$ cat config.mk
export PLATFORM = sky130hd
export DESIGN_NAME = da_biquad_serial
export DESIGN_NICKNAME = d
export VERILOG_FILES = /design/src/rtl/dab_pkg.sv /design/src/rtl/dab_coef_rom.sv /design/src/rtl/dab_bit_delay.sv /design/src/rtl/dab_accum.sv /design/src/rtl/dab_serializer.sv /design/src/rtl/da_biquad_serial.sv
export SDC_FILE = /design/constraint.sdc
export NUM_CORES = 1
export LEC_CHECK = 0
export CORE_AREA = 8 8 97 77
export CTS_CLUSTER_DIAMETER = 60
export DETAILED_ROUTE_END_ITERATION = 6
export DIE_AREA = 0 0 105 85
export GPL_ROUTABILITY_DRIVEN = 0
export PLACE_DENSITY = 0.81
export SETUP_SLACK_MARGIN = 0.3
export SYNTH_ARGS = -nofsm -noshare
export SYNTH_HDL_FRONTEND = slang
export SYNTH_SLANG_ARGS = --single-unit
$ cat constraint.sdc
create_clock -name clk -period 5.55 [get_ports clk]
set_clock_uncertainty 0.05 [all_clocks]
set_input_delay 0.8325 -clock clk [delete_from_list [all_inputs] [get_ports clk]]
set_output_delay 0.8325 -clock clk [all_outputs]
set_load 0.05 [all_outputs]
$ cat src/rtl/dab_pkg.sv
package dab_pkg;
  // Sum of the coefficients selected by sel, rounded to table resolution and saturated.
  function automatic longint tbl_entry(int unsigned sel, longint c0, longint c1, longint c2,
                                       longint c3, longint c4, int kf, int tf, int r);
    longint s;
    longint v;
    longint lim;
    int sh;
    s = 0;
    if (sel[0]) s += c0;
    if (sel[1]) s += c1;
    if (sel[2]) s += c2;
    if (sel[3]) s += c3;
    if (sel[4]) s += c4;
    sh = kf - tf;
    if (sh > 0) v = (s + (longint'(1) <<< (sh - 1))) >>> sh;
    else        v = s <<< (-sh);
    lim = longint'(1) <<< (r - 1);
    if (v > lim - 1) v = lim - 1;
    if (v < -lim)    v = -lim;
    return v;
  endfunction
endpackage

$ cat src/rtl/dab_coef_rom.sv
module dab_coef_rom #(
  parameter int R         = 14,
  parameter int COEF_FRAC = 16,
  parameter int C0 = 0,
  parameter int C1 = 0,
  parameter int C2 = 0,
  parameter int C3 = 0,
  parameter int C4 = 0
) (
  input  logic [4:0]          addr,
  output logic signed [R-1:0] term
);
  import dab_pkg::*;
  localparam int TBL_FRAC = R - 3;
  localparam int ENTRIES  = 32;

  logic signed [R-1:0] rom [ENTRIES];

  for (genvar g = 0; g < ENTRIES; g++) begin : g_entry
    localparam longint VAL = tbl_entry(g, C0, C1, C2, C3, C4, COEF_FRAC, TBL_FRAC, R);
    assign rom[g] = VAL[R-1:0];
  end

  assign term = rom[addr];
endmodule

$ cat src/rtl/dab_bit_delay.sv
module dab_bit_delay #(
  parameter int W = 12
) (
  input  logic clk,
  input  logic rst,
  input  logic din,
  output logic dout
);
  logic [W-1:0] sr_q;

  always_ff @(posedge clk) begin
    if (rst) sr_q <= '0;
    else     sr_q <= {din, sr_q[W-1:1]};
  end

  assign dout = sr_q[0];
endmodule

$ cat src/rtl/dab_accum.sv
module dab_accum #(
  parameter int W = 12,
  parameter int R = 14,
  localparam int H  = R + 2,
  localparam int PW = H + W
) (
  input  logic                clk,
  input  logic                rst,
  input  logic                start,
  input  logic                neg,
  input  logic signed [R-1:0] term,
  output logic [PW-1:0]       p
);
  logic [PW-1:0]      acc_q;
  logic signed [H-1:0] hi;
  logic signed [H:0]   base;
  logic signed [H:0]   addend;
  logic signed [H:0]   total;

  assign hi = acc_q[PW-1 -: H];

  always_comb begin
    base   = start ? '0 : {hi[H-1], hi};
    addend = {{3{term[R-1]}}, term};
    if (neg) addend = -addend;
    total  = base + addend;
  end

  always_ff @(posedge clk) begin
    if (rst) acc_q <= '0;
    else     acc_q <= {total[H:1], total[0], acc_q[W-1:1]};
  end

  assign p = acc_q;

  // the partial sum never reaches the guard bits
  p_no_overflow_r3: assert property (@(posedge clk) disable iff (rst)
    (hi[H-1] == hi[H-2]) && (hi[H-2] == hi[H-3]));
endmodule

$ cat src/rtl/dab_serializer.sv
module dab_serializer #(
  parameter int W       = 12,
  parameter int PW      = 28,
  parameter int OUT_LSB = 11
) (
  input  logic          clk,
  input  logic          rst,
  input  logic          load,
  input  logic [PW-1:0] p,
  output logic          ser
);
  logic [W-1:0] word;
  logic [W-1:0] sr_q;
  logic         unused_p;

  assign word     = p[OUT_LSB +: W];
  assign unused_p = ^p;
  assign ser      = load ? word[0] : sr_q[0];

  always_ff @(posedge clk) begin
    if (rst)       sr_q <= '0;
    else if (load) sr_q <= {1'b0, word[W-1:1]};
    else           sr_q <= {1'b0, sr_q[W-1:1]};
  end
endmodule

$ cat src/rtl/da_biquad_serial.sv
module da_biquad_serial #(
  parameter int W         = 12,
  parameter int R         = 14,
  parameter int COEF_FRAC = 16,
  parameter int OUT_LSB   = R - 3,
  parameter int B0 = 19661,
  parameter int B1 = 13107,
  parameter int B2 = 6554,
  parameter int A1 = 39322,
  parameter int A2 = -19661
) (
  input  logic clk,
  input  logic rst,
  input  logic frm_start,
  input  logic x_ser,
  output logic y_ser
);
  localparam int CW = $clog2(W + 1);
  localparam int PW = R + 2 + W;

  logic [CW-1:0]       cnt_q;
  logic [CW-1:0]       pos;
  logic                sign_pos;
  logic                seen_q;
  logic                x1, x2, y2;
  logic [4:0]          addr;
  logic signed [R-1:0] term;
  logic [PW-1:0]       p;

  assign pos      = frm_start ? '0 : cnt_q;
  assign sign_pos = (pos == CW'(W - 1));

  always_ff @(posedge clk) begin
    if (rst) begin
      cnt_q  <= '0;
      seen_q <= 1'b0;
    end else begin
      cnt_q  <= (pos == CW'(W)) ? pos : pos + 1'b1;
      seen_q <= seen_q | frm_start;
    end
  end

  dab_bit_delay #(.W(W)) u_dx1 (.clk(clk), .rst(rst), .din(x_ser), .dout(x1));
  dab_bit_delay #(.W(W)) u_dx2 (.clk(clk), .rst(rst), .din(x1),    .dout(x2));
  dab_bit_delay #(.W(W)) u_dy2 (.clk(clk), .rst(rst), .din(y_ser), .dout(y2));

  assign addr = {y2, y_ser, x2, x1, x_ser};

  dab_coef_rom #(.R(R), .COEF_FRAC(COEF_FRAC),
                 .C0(B0), .C1(B1), .C2(B2), .C3(A1), .C4(A2)) u_rom (
    .addr(addr), .term(term));

  dab_accum #(.W(W), .R(R)) u_acc (
    .clk(clk), .rst(rst), .start(frm_start), .neg(sign_pos), .term(term), .p(p));

  dab_serializer #(.W(W), .PW(PW), .OUT_LSB(OUT_LSB)) u_ser (
    .clk(clk), .rst(rst), .load(frm_start), .p(p), .ser(y_ser));

  // after the first word, start pulses come exactly every W clocks
  p_frame_period_r1: assert property (@(posedge clk) disable iff (rst)
    (seen_q && frm_start) |-> (cnt_q == CW'(W)));
  p_frame_gap_r1: assert property (@(posedge clk) disable iff (rst)
    (seen_q && cnt_q == CW'(W)) |-> frm_start);
  // the all-zero address contributes nothing
  p_table_zero_r4: assert property (@(posedge clk) disable iff (rst)
    (addr == 5'd0) |-> (term == '0));
  // output is quiet right after reset
  p_quiet_after_reset_r7: assert property (@(posedge clk) disable iff (rst)
    $past(rst) |-> !y_ser);
endmodule

==> run_results.csv <==
group,metric,value,unit
status,outcome,"completed",
setup_path,worst-r2r-setup-slack,980,ps
route,routed_wirelength,6900,um
sta,period_minus_slack,4810,ps
place,portBuffers,4,
setup_path,worstPathMaxFanout,10,
power,p_total,1040,uW
sta,worstMarginPinSlew,659,ps
sta,drv_slew,0,
setup_path,r2r_start,"u_dx2.sr_q[0]",
route,num_vias,2724,
logic_synthesis,synth_area,3600,sq um
final_layout,drive_gt1_frac,0.0737,
route,viasPerCell,5.58,
power,pwr-share-seq,0.488,
sta,finalHoldViolations,0,
setup_path,crit_type,"input pin to register",
power,p_leak,0.00168,uW
die,rows,25,
logic_synthesis,yosysSeqAreaShare,0.378,
logic_synthesis,ys_async_sr_fraction,0,
logic_synthesis,synth_edf_count,0,
die,die_x,105,um
sta,fmax,208,MHz
sta,finalSetupViolCount,0,
final_layout,final_nets,434,
route,dr_wl_met2,3080,um
cts,post-cts-setup-buffers,0,
final_layout,syn2layout_area_growth,7.68,%
power,p_sw_frac,0.271,
grt,track_usage,0.162,
cts,cts_buffer_depth,2,
route,avgRoutedWirePerCell,14.1,um
route,drt-met1-wl,3390,um
route,first_iter_violations,148,
route,dr_wl_met3,339,um
sta,relSlewSlack,0.557,
die,dieArea,8930,sq um
die,start_util,0.599,
setup_path,crit_path_end,"u_acc.p[26]",
route,highest_layer,"met4",
grt,grt_max_degree,69,
cts,cts_buffers,9,
cts,ctsHoldBuffers,0,
sta,fin_hold_ws,387,ps
hold_path,hp-class,"register to register",
route,drc,0,
place,pre_cts_ws,413,ps
logic_synthesis,synth_nets,436,
power,power_frac_clock,0.406,
power,power_density,268,nW/um^2
cts,cts_num_sinks,68,
final_layout,antennaDiodeCount,0,
logic_synthesis,synth_cell_types,53,
logic_synthesis,ys.flop_type,"dfxtp_1",
setup_path,critPathArrivalTime,4980,ps
sta,timing.setup.tns,0,ps
route,drtPass1Iterations,4,
power,switching_power,281,uW
sta,final.setup.worst_slack,739,ps
grt,overflow,0,
sta,rsz0062_at_grt,"no",
cts,insertion_delay,350,ps
place,place_hpwl,4670,um
setup_path,r2r-end,"u_acc.p[26]",
setup_path,required,5720,ps
grt,grt_antenna_before_repair,0,
setup_path,crit_path_end_kind,"register",
die,die_h,85,um
power,p_comb_frac,0.107,
route,drtAntennaViolNets,0,
sta,timing.final.crit_share,0.867,
final_layout,final_util,0.645,
power,peakVddDrop,0.000151,V
setup_path,cp-start-kind,"input pin",
logic_synthesis,yosys_warnings,0,
logic_synthesis,synth-seq-cells,68,
setup_path,worstRegToRegCells,15,
setup_path,startpoint,"x_ser",
logic_synthesis,avgSynthCellArea,8.91,sq um
cts,root_buffer,"clkbuf_8",
cts,cts_tree,"built",
cts,cts_resized,0,
grt,grt_first_pass_wirelength,11900,um
run,cap_violations,0,
die,core,6010,sq um
die,ios,5,
cts,clk_pin_slew,80,ps
power,internal-power,757,uW
logic_synthesis,synthCells,404,
cts,htree_levels,3,
grt,first_global_vias,2530,
==> critical path, stage by stage <==
cell and delay, ps:
clkdlybuf4s50_1 580, inv_1 160, ha_1 460, mux2i_1 180, mux2i_1 90, a211o_1 360
ha_1 230, nor2b_1 180, a31o_2 300, o21ai_0 260, ha_1 360, a21o_1 190
a21o_1 170, a32oi_1 250, o211ai_1 170, xnor2_1 170, nor2_1 50
==> power by group through the flow <==
stage	logic, uW	registers [uW]	clock network [uW]
global route	124	507	451
global placement	105	517	0
finish	111	506	421
detailed placement	108	518	0
CTS	110	506	429
floorplan	86.6	516	0
==> cells in the mapped netlist, types with 7 or more instances <==
master,number,area (sq um)
ha_1,27,338
inv_1,14,52.6
a21oi_1,17,85.1
o21ai_0,22,110
nor2b_1,58,363
nand3_1,10,50.1
nor2_1,39,146
dfxtp_1,68,1360
a21o_1,8,60.1
mux2i_1,15,150
nand2_1,19,71.3
xnor2_1,12,105
clkbuf_1,14,52.6
xor2_1,7,61.3
==> kinds of logic (layout without fill, tap and decap cells) <==
group | after synthesis | count (layout) | synth area share
xor gates and xnor gates | 20 | 20 | 0.0507
DFF | 68 | 68 | 0.378
adders and majority gates | 30 | 30 | 0.105
muxes | 19 | 19 | 0.0584
buffers and inverters | 37 | 40 | 0.0417
and+or+nand+nor | 153 | 153 | 0.221
AOI/OAI and AO/OA | 77 | 77 | 0.145
==> flip-flops by register name (all words and copies together) (netlist names) <==
signal,count
u_acc.p,17
u_dx2.sr_q,12
cnt_q,4
u_ser.sr_q,11
u_dx1.sr_q,12
u_dy2.sr_q,12
==> layout make-up <==
class                           count  area [sq um]
Clock buffer                        9           124
Clock inverter                      7          80.1
Inverter                           17          63.8
Fill cell                         503          2130
Timing Repair Buffer                7          57.6
Tap cell                           81           101
Sequential cell                    68          1360
Multi-Input combinational cell    299          2090
==> worst min-delay path by stage <==
stage	startpoint	end	slack [ps]	depth (start not counted)
6_report	u_dy2.sr_q[7]	u_dy2.sr_q[6]	390	1
5_1_grt	u_dy2.sr_q[8]	u_dy2.sr_q[7]	400	1
4_1_cts	u_dy2.sr_q[7]	u_dy2.sr_q[6]	390	1
3_5_place_dp	u_dx1.sr_q[2]	u_dx1.sr_q[1]	370	1
3_3_place_gp	u_dy2.sr_q[6]	u_dy2.sr_q[5]	370	1
2_1_floorplan	u_dx1.sr_q[1]	u_dx1.sr_q[0]	360	1
==> placed cells by master (no fill, tap or decap), types with 9 or more instances in the layout <==
cell type and count:
nor2_1 39, dfxtp_1 68, nand3_1 10, inv_1 14
nor2b_1 58, ha_1 27, nand2_1 19, o21ai_0 22
mux2i_1 15, xnor2_1 12, a21oi_1 17, clkbuf_8 9
==> metrics by stage <==
stage	area, sq um	instances
2_1_floorplan	3600	404
3_3_place_gp	3670	472
3_5_place_dp	3670	472
4_1_cts	3880	488
5_1_grt	3880	488
6_report	3880	488
==> per-layer routing <==
metal / global-route usage / vias up
met5: 0 / -
met4: 0.0698 / 0
met3: 0.0484 / 10
met2: 0.242 / 58
met1: 0.211 / 1279
li1: - / 1377
Note: power is estimated with default switching activity, not from simulation.
